**src/rtl/smb_pkg.sv**
```systemverilog
package smb_pkg;
  typedef enum logic [2:0] {
    ST_IDLE,
    ST_ADDR,
    ST_CMD,
    ST_WCNT,
    ST_WDATA,
    ST_RCNT,
    ST_RDATA,
    ST_SKIP
  } smb_st_e;
endpackage

```
**src/rtl/smb_line_sync.sv**
```systemverilog
module smb_line_sync #(
  parameter int STAGES = 2
) (
  input  logic clk,
  input  logic rst_n,
  input  logic scl_i,
  input  logic sda_i,
  output logic sda_s,
  output logic scl_rise,
  output logic scl_fall,
  output logic start_det,
  output logic stop_det
);
  logic [STAGES-1:0] scl_ff, sda_ff;
  logic scl_q, sda_q, scl_s;

  generate
    if (STAGES == 1) begin : g_one
      always_ff @(posedge clk or negedge rst_n)
        if (!rst_n) begin
          scl_ff <= '1;
          sda_ff <= '1;
        end else begin
          scl_ff <= scl_i;
          sda_ff <= sda_i;
        end
    end else begin : g_many
      always_ff @(posedge clk or negedge rst_n)
        if (!rst_n) begin
          scl_ff <= '1;
          sda_ff <= '1;
        end else begin
          scl_ff <= {scl_ff[STAGES-2:0], scl_i};
          sda_ff <= {sda_ff[STAGES-2:0], sda_i};
        end
    end
  endgenerate

  assign scl_s = scl_ff[STAGES-1];
  assign sda_s = sda_ff[STAGES-1];

  always_ff @(posedge clk or negedge rst_n)
    if (!rst_n) begin
      scl_q <= 1'b1;
      sda_q <= 1'b1;
    end else begin
      scl_q <= scl_s;
      sda_q <= sda_s;
    end

  assign scl_rise  = scl_s & ~scl_q;
  assign scl_fall  = ~scl_s & scl_q;
  assign start_det = scl_s & scl_q & sda_q & ~sda_s;
  assign stop_det  = scl_s & scl_q & ~sda_q & sda_s;
endmodule

```
**src/rtl/smb_regbank.sv**
```systemverilog
module smb_regbank #(
  parameter int NREG = 23,
  parameter int IW = 5,
  parameter logic [NREG*8-1:0] RO_MASK = '0
) (
  input  logic              clk,
  input  logic              rst_n,
  input  logic              wr_en,
  input  logic [IW-1:0]     wr_idx,
  input  logic [7:0]        wr_data,
  input  logic [NREG*8-1:0] stat_i,
  output logic [NREG*8-1:0] view_o
);
  generate
    for (genvar g = 0; g < NREG; g++) begin : g_reg
      localparam logic [7:0] FIXED = RO_MASK[g*8 +: 8];
      logic [7:0] store;
      always_ff @(posedge clk or negedge rst_n)
        if (!rst_n) store <= '0;
        else if (wr_en && wr_idx == IW'(g)) store <= wr_data & ~FIXED;
      assign view_o[g*8 +: 8] = (store & ~FIXED) | (stat_i[g*8 +: 8] & FIXED);
    end
  endgenerate
endmodule

```
**src/rtl/smb_cfg_slave.sv**
```systemverilog
module smb_cfg_slave
  import smb_pkg::*;
#(
  parameter int NREG = 23,
  parameter logic [6:0] DEV_ADDR = 7'h69,
  parameter int SYNC_STAGES = 2,
  parameter logic [NREG*8-1:0] RO_MASK =
    ({{(NREG*8-8){1'b0}}, 8'hFF} << 64) | ({{(NREG*8-8){1'b0}}, 8'h0F} << 8)
) (
  input  logic              clk,
  input  logic              rst_n,
  input  logic              scl_i,
  input  logic              sda_i,
  output logic              sda_oe_o,
  input  logic [NREG*8-1:0] stat_i,
  output logic [NREG*8-1:0] cfg_o
);
  localparam int IW = $clog2(NREG + 1);
  localparam logic [IW-1:0] LAST = IW'(NREG);

  logic sda_s, scl_rise, scl_fall, start_det, stop_det;
  smb_st_e st;
  logic [3:0]    bit_cnt;
  logic [7:0]    shreg, tx_byte, remain;
  logic [IW-1:0] ptr, ptr_inc;
  logic          blk_form, cmd_ok, ack_q, ack_dec;
  logic          rx_mode, tx_mode;
  logic [7:0]    rd_cur, rd_nxt;
  logic          wr_en;
  logic [IW-1:0] wr_idx;
  logic [7:0]    wr_data;

  smb_line_sync #(.STAGES(SYNC_STAGES)) u_sync (
    .clk(clk), .rst_n(rst_n), .scl_i(scl_i), .sda_i(sda_i),
    .sda_s(sda_s), .scl_rise(scl_rise), .scl_fall(scl_fall),
    .start_det(start_det), .stop_det(stop_det)
  );

  smb_regbank #(.NREG(NREG), .IW(IW), .RO_MASK(RO_MASK)) u_bank (
    .clk(clk), .rst_n(rst_n), .wr_en(wr_en), .wr_idx(wr_idx),
    .wr_data(wr_data), .stat_i(stat_i), .view_o(cfg_o)
  );

  assign rx_mode = (st == ST_ADDR) || (st == ST_CMD) || (st == ST_WCNT) || (st == ST_WDATA);
  assign tx_mode = (st == ST_RCNT) || (st == ST_RDATA);

  always_comb begin
    ptr_inc = (ptr < LAST) ? ptr + 1'b1 : ptr;
    rd_cur  = (ptr < LAST) ? cfg_o[int'(ptr)*8 +: 8] : 8'hFF;
    rd_nxt  = (ptr_inc < LAST) ? cfg_o[int'(ptr_inc)*8 +: 8] : 8'hFF;
  end

  // acknowledge decision for the byte just shifted in
  always_comb begin
    ack_dec = 1'b0;
    case (st)
      ST_ADDR:  ack_dec = (shreg == {DEV_ADDR, 1'b0}) ||
                          ((shreg == {DEV_ADDR, 1'b1}) && cmd_ok);
      ST_CMD:   ack_dec = (shreg[6:0] < 7'(NREG));
      ST_WCNT:  ack_dec = 1'b1;
      ST_WDATA: ack_dec = (remain != 8'd0) && (ptr < LAST);
      default:  ack_dec = 1'b0;
    endcase
  end

  always_ff @(posedge clk or negedge rst_n) begin
    if (!rst_n) begin
      st       <= ST_IDLE;
      bit_cnt  <= '0;
      shreg    <= '0;
      tx_byte  <= '0;
      remain   <= '0;
      ptr      <= '0;
      blk_form <= 1'b0;
      cmd_ok   <= 1'b0;
      ack_q    <= 1'b0;
      sda_oe_o <= 1'b0;
      wr_en    <= 1'b0;
      wr_idx   <= '0;
      wr_data  <= '0;
    end else begin
      wr_en <= 1'b0;
      if (stop_det) begin
        st       <= ST_IDLE;
        cmd_ok   <= 1'b0;
        sda_oe_o <= 1'b0;
        bit_cnt  <= '0;
      end else if (start_det) begin
        st       <= ST_ADDR;
        sda_oe_o <= 1'b0;
        bit_cnt  <= '0;
        ack_q    <= 1'b0;
      end else if (scl_rise && (rx_mode || tx_mode)) begin
        if (bit_cnt != 4'd8) begin
          if (rx_mode) shreg <= {shreg[6:0], sda_s};
          bit_cnt <= bit_cnt + 4'd1;
        end else begin
          bit_cnt <= '0;
          if (rx_mode) begin
            if (!ack_q) st <= ST_SKIP;
            else begin
              case (st)
                ST_ADDR: begin
                  if (shreg[0]) begin
                    if (blk_form) begin
                      st      <= ST_RCNT;
                      tx_byte <= 8'(NREG) - 8'(ptr);
                    end else begin
                      st      <= ST_RDATA;
                      tx_byte <= rd_cur;
                    end
                  end else st <= ST_CMD;
                end
                ST_CMD: begin
                  ptr      <= shreg[IW-1:0];
                  blk_form <= ~shreg[7];
                  cmd_ok   <= 1'b1;
                  if (shreg[7]) begin
                    st     <= ST_WDATA;
                    remain <= 8'd2;
                  end else st <= ST_WCNT;
                end
                ST_WCNT: begin
                  remain <= shreg;
                  st     <= ST_WDATA;
                end
                ST_WDATA: begin
                  wr_en   <= 1'b1;
                  wr_idx  <= ptr;
                  wr_data <= shreg;
                  ptr     <= ptr_inc;
                  remain  <= remain - 8'd1;
                end
                default: st <= ST_SKIP;
              endcase
            end
          end else begin
            // host acknowledge of a transmitted byte
            if (sda_s) st <= ST_SKIP;
            else if (st == ST_RCNT) begin
              st      <= ST_RDATA;
              tx_byte <= rd_cur;
            end else begin
              ptr     <= ptr_inc;
              tx_byte <= rd_nxt;
            end
          end
        end
      end else if (scl_fall) begin
        if (rx_mode && bit_cnt == 4'd8) begin
          sda_oe_o <= ack_dec;
          ack_q    <= ack_dec;
        end else if (tx_mode && bit_cnt != 4'd8) begin
          sda_oe_o <= ~tx_byte[3'd7 - bit_cnt[2:0]];
        end else begin
          sda_oe_o <= 1'b0;
        end
      end
    end
  end
endmodule

```
**config.mk**
```make
export PLATFORM = sky130hd
export DESIGN_NAME = smb_cfg_slave
export DESIGN_NICKNAME = d
export VERILOG_FILES = /design/src/rtl/smb_pkg.sv /design/src/rtl/smb_line_sync.sv /design/src/rtl/smb_regbank.sv /design/src/rtl/smb_cfg_slave.sv
export SDC_FILE = /design/constraint.sdc
export NUM_CORES = 1
export LEC_CHECK = 0
export ABC_AREA = 1
export BUFFER_PORTS_ARGS = -buffer_cell sky130_fd_sc_hd__buf_2
export CAP_MARGIN = 10
export CORE_UTILIZATION = 50
export CTS_CLUSTER_DIAMETER = 100
export DETAILED_ROUTE_END_ITERATION = 12
export GPL_TIMING_DRIVEN = 0
export PLACE_DENSITY_LB_ADDON = 0.25
export SLEW_MARGIN = 20
export SYNTH_ARGS = -nofsm -noshare
export SYNTH_HDL_FRONTEND = slang
export SYNTH_HIERARCHICAL = 1
export SYNTH_SLANG_ARGS = --single-unit
```
**constraint.sdc**
```tcl
create_clock -name clk -period 3 [get_ports clk]
set_input_delay 0.45 -clock clk [delete_from_list [all_inputs] [get_ports clk]]
set_output_delay 0.45 -clock clk [all_outputs]
set_load 0.02 [all_outputs]
```
== Yosys cells after proc, flatten, opt, wreduce, memory -nomap -nowiden ==
Index checks and enable logic that the tools add are counted.

* ROM bits: 0
* Memories kept: 0
* Bits in latches: 0
* Logic and storage cells: 226
* Output and inout bits: 185
* Flip-flop bits (word level): 232
* Memory bits (writable): 0

* Add/sub/neg operators: 5
* Order comparisons: 4
* $mul: 0
* Divide/modulo/power cells: 0
* Eq/ne operators: 44
* Reduce and logical (&&, ||, !) cells: 55
* Bitwise gates (word level): 17
* Shift-type cells: 2
* Multiplexer cells: 60

{| class="wikitable"
|+ Operator list
! operator !! count
|-
| 184-bit by 9-bit variable part select with 8-bit output || 2
|-
| 8-bit 2-to-1 mux || 10
|-
| 5-bit by 4-bit == test with 1-bit output (second input constant) || 7
|-
| 5-bit == test (second input constant) || 7
|-
| 3-bit 2-to-1 mux || 10
|-
| 1-bit logical AND || 27
|-
| 1-bit 2-to-1 mux || 25
|-
| 5-bit 2-to-1 mux || 5
|-
| 8-bit case mux with 3 select lines || 1
|-
| 8-bit AND reduction || 3
|-
| 5-bit by 3-bit == test with 1-bit output (second input constant) || 4
|-
| 8-bit == test (second input constant) || 2
|-
| 4-bit 2-to-1 mux || 4
|-
| 2-bit != test (second input constant) || 7
|-
| 7-bit AND reduction || 2
|-
| 3-bit case mux with 4 select lines || 1
|-
| 2-bit nonzero test || 6
|-
| 5-bit by 2-bit == test with 1-bit output (second input constant) || 2
|-
| 5-bit < comparator (second input constant) || 2
|-
| 5-bit case mux with 2 select lines || 1
|-
| 3-bit == test (second input constant) || 3
|-
| 1-bit NOT || 9
|-
| 3-bit nonzero test || 3
|-
| 8-bit by 4-bit bitwise OR with 8-bit output || 1
|-
| other kinds (28) || 43
|}

== Depth between registers and ports, before layout ==
Gate-level depths: netlist (run 1).

* Word-level depth: 10
* Gate-level depth with buffers: 21
* Mapped depth without buffers: 20

== Modules after synthesis ==
Netlist (run 1), hierarchy kept.

{| class="wikitable"
|+ By module, submodules not included
! module !! seq. area each (um^2) !! area an instance (um^2) !! cells each !! times used
|-
| smb_cfg_slave || 1351.3 || 7403.4 || 1352 || 1
|-
| smb_regbank || 4304.1 || 6976.7 || 803 || 1
|-
| smb_line_sync || 157.7 || 198.9 || 17 || 1
|}

== Least setup slack after synthesis (run 1) ==
No wires, ideal clock.

* Path type: register -> register
* Start point: register ptr[3]
* End point: register tx_byte[5]
* Buffers on the path: 3
* Arrival time: 2.128 ns
* Data required time: 2.878 ns
* Library setup time: 0.122 ns
* Stages on the path, launching flop included: 21
* Period minus slack after synthesis: 2.250 ns
* Slack: 0.750 ns
* Cell sequence: dfrtp_1 -> inv_1 -> clkbuf_1 -> ha_1 -> nand2_1 -> inv_2 -> nand2_2 -> nand2_2 -> inv_2 -> buf_6 -> o21ai_4 -> buf_6 -> inv_2 -> nand2_1 -> nand2_2 -> inv_2 -> nand2_1 -> inv_1 -> nand2_1 -> nand2_1 -> a21oi_1

* Word-level cells in the longest chain between the ends: 7

{| class="wikitable"
|+ RTL lines
! item !! RTL line !! text
|-
| start: declaration || smb_cfg_slave.sv:25 || <nowiki>logic [IW-1:0] ptr, ptr_inc;</nowiki>
|-
| start signal: assignment || smb_cfg_slave.sv:115 || <nowiki>ptr <= shreg[IW-1:0];</nowiki>
|-
| start signal: assignment || smb_cfg_slave.sv:131 || <nowiki>ptr <= ptr_inc;</nowiki>
|-
| start signal: assignment || smb_cfg_slave.sv:144 || <nowiki>ptr <= ptr_inc;</nowiki>
|-
| 5-bit by 1-bit adder with 5-bit output, or another cell as far along || smb_cfg_slave.sv:48 || <nowiki>ptr_inc = (ptr < LAST) ? ptr + 1'b1 : ptr;</nowiki>
|-
| 5-bit 2-to-1 mux / 8-bit 2-to-1 mux (equally long branches) || smb_cfg_slave.sv:48, smb_cfg_slave.sv:49 ||
|-
| 184-bit by 9-bit variable part select with 8-bit output, or another cell as far along || smb_cfg_slave.sv:50 || <nowiki>rd_nxt = (ptr_inc < LAST) ? cfg_o[int'(ptr_inc)*8 +: 8] : 8'hFF;</nowiki>
|-
| 8-bit 2-to-1 mux, on equally long branches || smb_cfg_slave.sv:50, smb_cfg_slave.sv:104 ||
|-
| 8-bit 2-to-1 mux, on equally long branches || smb_cfg_slave.sv:140, smb_cfg_slave.sv:102 ||
|-
| 8-bit 2-to-1 mux, on equally long branches || smb_cfg_slave.sv:139, smb_cfg_slave.sv:100 ||
|-
| 8-bit 2-to-1 mux * || smb_cfg_slave.sv:99 || <nowiki>if (rx_mode) begin</nowiki>
|-
| end signal: assignment || smb_cfg_slave.sv:107 || <nowiki>tx_byte <= 8'(NREG) - 8'(ptr);</nowiki>
|-
| end signal: assignment || smb_cfg_slave.sv:142 || <nowiki>tx_byte <= rd_cur;</nowiki>
|-
| end signal: assignment || smb_cfg_slave.sv:145 || <nowiki>tx_byte <= rd_nxt;</nowiki>
|-
| end: declaration || smb_cfg_slave.sv:24 || <nowiki>logic [7:0] shreg, tx_byte, remain;</nowiki>
|}

Mark *: on every way between the ends. The rest lies on a longest branch, timed or not. The select of a mux whose other input is x is not followed.
A chain may end at the register's enable or synchronous reset.

== Worst setup path after layout (run 1) ==
* Start point: register ptr[3]
* End point: register tx_byte[7]

Same word-level chain as after synthesis.

==> impl_metrics.tcl, run 1 <==
set metrics [dict create \
    drive_above_1_share 0.1581 \
    cpMaxStageDelayCell "dfrtp_2" \
    grt_remaining_overflow 0 \
    fillers 2716 \
    hpwlAfterDp_mm 52.97 \
    postPlaceCellArea_mm2 0.01607 \
    initial_core_util 0.5079 \
    synth.avg_cell_area_um2 6.712 \
    wl_mm 71.65 \
    slew_viol_final 0 \
    grt_max_degree 92 \
    min_from "u_sync/sda_ff[0]" \
    placedCellCount 2746 \
    p_comb_frac 0.132 \
    status "finished clean" \
    synth_nets 2367 \
    vias_per_cell 6.213 \
    final_cells 2795 \
    drt-met1-wl_mm 27.28 \
    gp_congestion 1.090 \
    endpoint_kind "flop" \
    dieHeight_um 172.8 \
    htree_levels 1 \
    slowest_delay_ns 0.45 \
    cts-root-buf "clkbuf_16" \
    power_density_mw_per_mm2 448.6 \
    pre_cts_slack_ns -0.3900 \
    finalNetCount 2588 \
    seqPwrFrac 0.436 \
    antenna_found_initial 0 \
    vias 17366 \
    drc 0 \
    drtPass1Iterations 6 \
    grt_pass1_vias 16111 \
    wl_met3_mm 9.550 \
    cts_tree "yes" \
    setup_viol 0 \
    seqCellArea_mm2 0.005814 \
    crit_buf_inv 6 \
    fin_area_mm2 0.01704 \
    intPower_uw 5448 \
    synth_top_area_cell "dfrtp_1" \
    critical_path_class "flop to flop" \
    synthTopCellsByCount "nand2_1, nand3_1, dfrtp_1" \
    synth-seq-area-share 0.3987 \
    io_pins 373 \
    synthCells 2172 \
    maxCapViolCount 0 \
    crit_chain "inv_1 > clkbuf_4 > ha_1 > nand2_1 > inv_2 > nand2_2 > nand2_2 > inv_2 > nand2_1 > nand2_2 > inv_4 > clkbuf_4 > nand3_1 > nand2_1 > nand2_1 > nand3_1 > nand2_1 > nand2_1 > a21oi_1" \
    netlist_area_mm2 0.01458 \
    reg2reg_from "ptr[3]" \
    synth_flop_cell "dfrtp_1" \
    hold_class "flop to flop" \
    numCtsBuffers 26 \
    postRouteAntennaNets 0 \
    clockPowerShare 0.432 \
    cellLeakagePower_uw 0.009172 \
    period_minus_slack_ns 2.940 \
    worstSetupStartpointType "flop" \
    crit_fanout 10 \
    fmax_ghz 0.3401 \
    placement.io_buffers 188 \
    synth_seq_cells 232 \
    ys_top_cells_by_area "dfrtp_1, nand2_1, nand3_1" \
    crit_family "simple AND/OR/NAND/NOR gates" \
    dieArea_mm2 0.02984 \
    area_growth_pct 16.90 \
    fp-row-count 62 \
    wire_per_inst_um 25.64 \
    core_mm2 0.02870 \
    grt_usage 0.4748 \
    clk_pin_slew_ns 0.06 \
    setup.worst_path.start "ptr[3]" \
    grt_pass1_wl_mm 104.6 \
    hold_viol 0 \
    skew_ns 0.02500 \
    vdd.ir_drop.worst_v 0.0004231 \
    finalCritPeriodShare 0.9800 \
    cp_data_arrival_time_ns 3.38 \
    die_width_um 172.8 \
    p_sw_uw 2197 \
    cts_setup_buffers 0 \
    tightest_slew_ns 1.293 \
    netlist-cell-type-count 41 \
    switching_share 0.2873 \
    synth-async-reset-ratio 1.000 \
    clk_path_buf_depth 3 \
    relSlewSlack 0.1383 \
    yosysMostFrequentCell "nand2_1" \
    crit_top_cell "nand2_1" \
    multi_input_area_mm2 0.007273 \
    routed.top_layer "met4" \
    rsz0062_at_grt "no" \
    timing.final.ws_setup_ns 0.05990 \
    synth_warnings 6 \
    synth_edf_count 0 \
    worstPathRequired_ns 3.44 \
    synth_top_area_frac 0.3879 \
    cts_num_sinks 232 \
    drt_iter0_drc 2583 \
    clk_latency_ns 0.57 \
    met2WireLength_mm 30.10 \
]
-- power by group through the flow --
stage	clock network, uW	logic, uW	registers, uW
3_3_place_gp	0	929	3380
3_5_place_dp	0	956	3380
4_1_cts	3300	970	3330
5_1_grt	3410	1120	3340
2_1_floorplan	0	623	3350
6_report	3310	1010	3330
-- cell type report --
| class | instances | area share |
|---|---|---|
| Antenna cell | 1 | 0.0001468 |
| Buffer | 148 | 0.04611 |
| Clock buffer | 34 | 0.04229 |
| Clock inverter | 11 | 0.009030 |
| Inverter | 206 | 0.04552 |
| Multi-Input combinational cell | 1586 | 0.4268 |
| Sequential cell | 232 | 0.3412 |
| Tap cell | 384 | 0.02819 |
| Timing Repair Buffer | 193 | 0.06079 |
-- state kept, by name (all words and copies together), names as in the netlist --
register        cells
u_sync/sda_q        1
sda_oe_o            1
tx_byte             8
u_sync/scl_ff       2
shreg               8
remain              8
wr_en               1
ack_q               1
ptr                 5
u_bank/g.store    172
cmd_ok              1
u_sync/sda_ff       2
u_sync/scl_q        1
bit_cnt             4
wr_idx              5
st                  3
blk_form            1
wr_data             8
-- worst paths after layout --
| path | slack [ns] | cells after the start | endpoint |
|---|---|---|---|
| worst min-delay path | 0.36 | 0 | u_sync/sda_ff[1] |
| max in group asynchronous | 1.74 | 3 | u_bank/g_reg[13].store[6] |
| worst min register to register | 0.36 | 0 | u_sync/sda_ff[1] |
| min in group asynchronous | 0.42 | 2 | cmd_ok |
| worst max register to register | 0.06 | 19 | tx_byte[7] |
| worst max-delay path | 0.06 | 19 | tx_byte[7] |
-- cells in the final DEF (no fill, tap or decap), drive strengths merged, types with 3 or more instances in the layout --
cell           n
a21oi         70
nand3        456
dlygate4sd3    3
buf          273
nand4          8
clkinv         6
o21ai        128
clkbuf        99
dfstp          6
or2            4
nand3b        32
nand2        722
inv          206
o31ai          5
nor3          11
ha             7
bufinv         3
dfrtp        226
o211ai        28
nor2          97
o22ai          6
-- kinds of logic after synthesis --
| family | after synthesis | synth area share |
|---|---|---|
| AO/OA/AOI/OAI | 243 | 0.09200 |
| XOR/XNOR | 4 | 0.002403 |
| adder cells (fa/ha/maj) | 7 | 0.006007 |
| buffers and inverters | 354 | 0.1029 |
| flip-flops | 232 | 0.3987 |
| AND/OR/NAND/NOR | 1332 | 0.3980 |
-- what timing repair did --
action,CTS,global route
endpoints found under the hold margin,51,0
endpoints found under the setup margin,8,8
resized for setup,8,40
hold buffers,3,0
-- stage by stage --
| step | power (uW) | utilization | hold WS, ns | setup TNS, ns |
|---|---|---|---|---|
| 2_1_floorplan | 3971 | - | 0.1544 | 0 |
| 3_3_place_gp | 4304 | 0.5575 | 0.3472 | -522.98 |
| 3_5_place_dp | 4335 | 0.5597 | 0.3509 | -2.500 |
| 4_1_cts | 7595 | 0.5916 | 0.3602 | 0 |
| 5_1_grt | 7867 | 0.5937 | 0.3624 | 0 |
| 6_report | 7645 | 0.5938 | 0.3600 | 0 |
-- per-layer routing --
layer | track usage | up-vias
met5 | 0 | -
met4 | 0.2489 | 0
met3 | 0.1308 | 295
met2 | 0.7060 | 1423
met1 | 0.6321 | 8151
li1 | - | 7497
No activity file was read; power rests on OpenSTA's default activity.
==> inputs of run 2 (changes only) <==
Settings changed: ABC_AREA 1 to not set, CORE_UTILIZATION 50 to 40.
==> impl_metrics.tcl, run 2 <==
set metrics [dict create \
    crit_chain "clkbuf_16 > inv_6 > clkbuf_16 > ha_4 > buf_6 > nand4_4 > clkbuf_16 > clkbuf_8 > and3_1 > a2111oi_2 > o21ai_1 > o311ai_4 > o2111ai_2 > o22a_1" \
    endpoint_kind "flop" \
    intPower_uw 5544 \
    clk_latency_ns 0.56 \
    clk_path_buf_depth 3 \
    final_cell_mix "dfrtp_1, buf_2, mux2_2, nand2_1, mux2i_1" \
    core_mm2 0.03353 \
    synth-async-reset-ratio 1.000 \
    p_total_uw 7562 \
    fmax_ghz 0.3397 \
    skew_ns 0.01664 \
    clockPowerShare 0.453 \
    vias 12518 \
    worstSetupStartpointType "flop" \
    cellLeakagePower_uw 0.007840 \
    synth_top_area_cell "dfrtp_1" \
    timing.final.ws_setup_ns 0.05663 \
    maxCapViolCount 0 \
    yosysMostFrequentCell "dfrtp_1" \
    synth-seq-area-share 0.4271 \
    switching_share 0.2670 \
    drive_above_1_share 0.4109 \
    finalNetCount 1692 \
    synth_warnings 6 \
    routed.top_layer "met4" \
    htree_levels 1 \
    netlist-cell-type-count 80 \
    cts-root-buf "clkbuf_16" \
    met2WireLength_mm 25.41 \
    p_sw_uw 2019 \
    netlist_area_mm2 0.01361 \
    grt_max_degree 92 \
    grt_pass1_wl_mm 82.34 \
    period_minus_slack_ns 2.943 \
    regMostFlops "u_bank/g.store" \
    critical_path_class "flop to flop" \
    die_width_um 186.5 \
    wl_met3_mm 4.506 \
    vdd.ir_drop.worst_v 0.0003486 \
    relSlewSlack 0.4040 \
    setup_viol 0 \
    gp_congestion 0.9745 \
    hold_class "flop to flop" \
    synth_seq_cells 232 \
    final_common_cell "dfrtp_1" \
    cts_num_sinks 232 \
    synth_flop_cell "dfrtp_1" \
    synth_edf_count 0 \
    placement.io_buffers 188 \
    crit_fanout 10 \
    hold_viol 0 \
    dieArea_mm2 0.03477 \
    cpMaxStageDelayCell "dfrtp_2" \
    io_pins 373 \
    worstPathRequired_ns 3.45 \
    postRouteAntennaNets 0 \
    hpwlAfterDp_mm 40.82 \
    p_comb_frac 0.101 \
    vias_per_cell 6.374 \
    largest_reg_flops 172 \
    power_density_mw_per_mm2 446.8 \
    wire_per_inst_um 28.61 \
    drc 0 \
    synthTopCellsByCount "dfrtp_1, mux2_2, nand2_1" \
    synth_top_area_frac 0.4155 \
    area_growth_pct 24.36 \
    clk_pin_slew_ns 0.06 \
    synthCells 1260 \
    pre_cts_slack_ns -1.520 \
    drtPass1Iterations 7 \
    ys_top_cells_by_area "dfrtp_1, mux2_2, mux4_2" \
    seqPwrFrac 0.447 \
    slowest_delay_ns 0.43 \
    slew_viol_final 0 \
    drt_iter0_drc 1195 \
    grt_remaining_overflow 0 \
    crit_top_cell "clkbuf_16" \
    synth.avg_cell_area_um2 10.80 \
    cp_data_arrival_time_ns 3.39 \
    status "finished clean" \
    grt_pass1_vias 12358 \
    finalCritPeriodShare 0.9811 \
    wl_mm 56.19 \
    grt_usage 0.3178 \
    cts_tree "yes" \
    numCtsBuffers 27 \
    fp-row-count 67 \
    dieHeight_um 186.5 \
    tightest_slew_ns 0.8918 \
    n_antenna_cell 0 \
    antenna_found_initial 0 \
    synth_nets 1455 \
    drt-met1-wl_mm 22.87 \
    initial_core_util 0.4059 \
]
[run 2: cell types whose count changed in the layout (fill, tap and decap cells not counted), sizes merged, moves of 25 or more]
cell,previous run,this run
a221oi,0,27
o21ai,128,64
nor2,97,55
mux2,0,193
nand2,722,106
inv,206,12
nand3,456,26
nand3b,32,1
mux4,0,29
and3,0,29
a211oi,0,25
mux2i,0,54
[run 2: final timing paths]
check,slack [ns],cells after the start,to,start
max reg2reg,0.06,14,tx_byte[0],ptr[3]
min reg2reg,0.36,0,u_sync/sda_ff[1],u_sync/sda_ff[0]
max,0.06,14,tx_byte[0],ptr[3]
min,0.36,0,u_sync/sda_ff[1],u_sync/sda_ff[0]
max in group asynchronous,1.31,4,ptr[4],rst_n
min in group asynchronous,0.40,2,u_bank/g_reg[2].store[1],rst_n
[run 2: layer usage]
metal / vias up / GRT usage
met3: 175 / 0.05116
met1: 6333 / 0.4292
met5: - / 0
met2: 719 / 0.4947
met4: 0 / 0.1608
li1: 5291 / -
[run 2: kinds of logic after synthesis]
logic type,after synthesis,share of synthesized area
flops,232,0.4271
simple gates,307,0.1166
fa+ha+maj,7,0.006434
mux,276,0.2474
xor+xnor,2,0.001287
compound gates,306,0.1562
buf+inv,130,0.04513
[run 2: worst max-delay path, delay by kind of cell (launching register included)]
family	cells	cell delay (ns)
compound gates	5	1.01
fa+ha+maj	1	0.13
buf+inv	6	0.89
flops	1	0.43
simple gates	2	0.35
[run 2: per-stage QoR]
stage	cells	util	setup TNS (ns)	instance area [um2]	hold slack [ns]
after floorplan	1260	-	0	13610	0.1544
after CTS	1960	0.4965	0	16650	0.3576
after detailed placement	1898	0.4527	-12.89	15180	0.3489
after global routing	1964	0.5048	-0.05210	16930	0.3621
after global placement	1896	0.4508	-639.28	15120	0.3469
final	1964	0.5048	0	16930	0.3561
[run 2: what timing repair did]
item                       4_1_cts  5_1_grt
cloned                           1        0
pin swaps                       14       19
setup buffers                   11        5
setup endpoints to repair       13        9
hold endpoints to repair        53        0
gates resized for setup        132       69
hold buffers                     3        0
[run 2: area by class of cell]
cell class	count	area (um2)
flip-flops and latches	232	5817
well taps	448	560.5
clock buffers	37	733.2
fillers	3201	16600
inverters	12	50.05
multi-input cells	898	7591
clock inverters	11	165.2
plain buffers	116	833.3
repair buffers	210	1177
[run 2: power groups by stage]
stage          Sequential [uW]  Clock [uW]  Combinational (uW)
3_5_place_dp              3430           0                 719
4_1_cts                   3370        3460                 741
6_report                  3380        3420                 762
5_1_grt                   3390        3580                 833
2_1_floorplan             3360           0                 471
3_3_place_gp              3430           0                 699
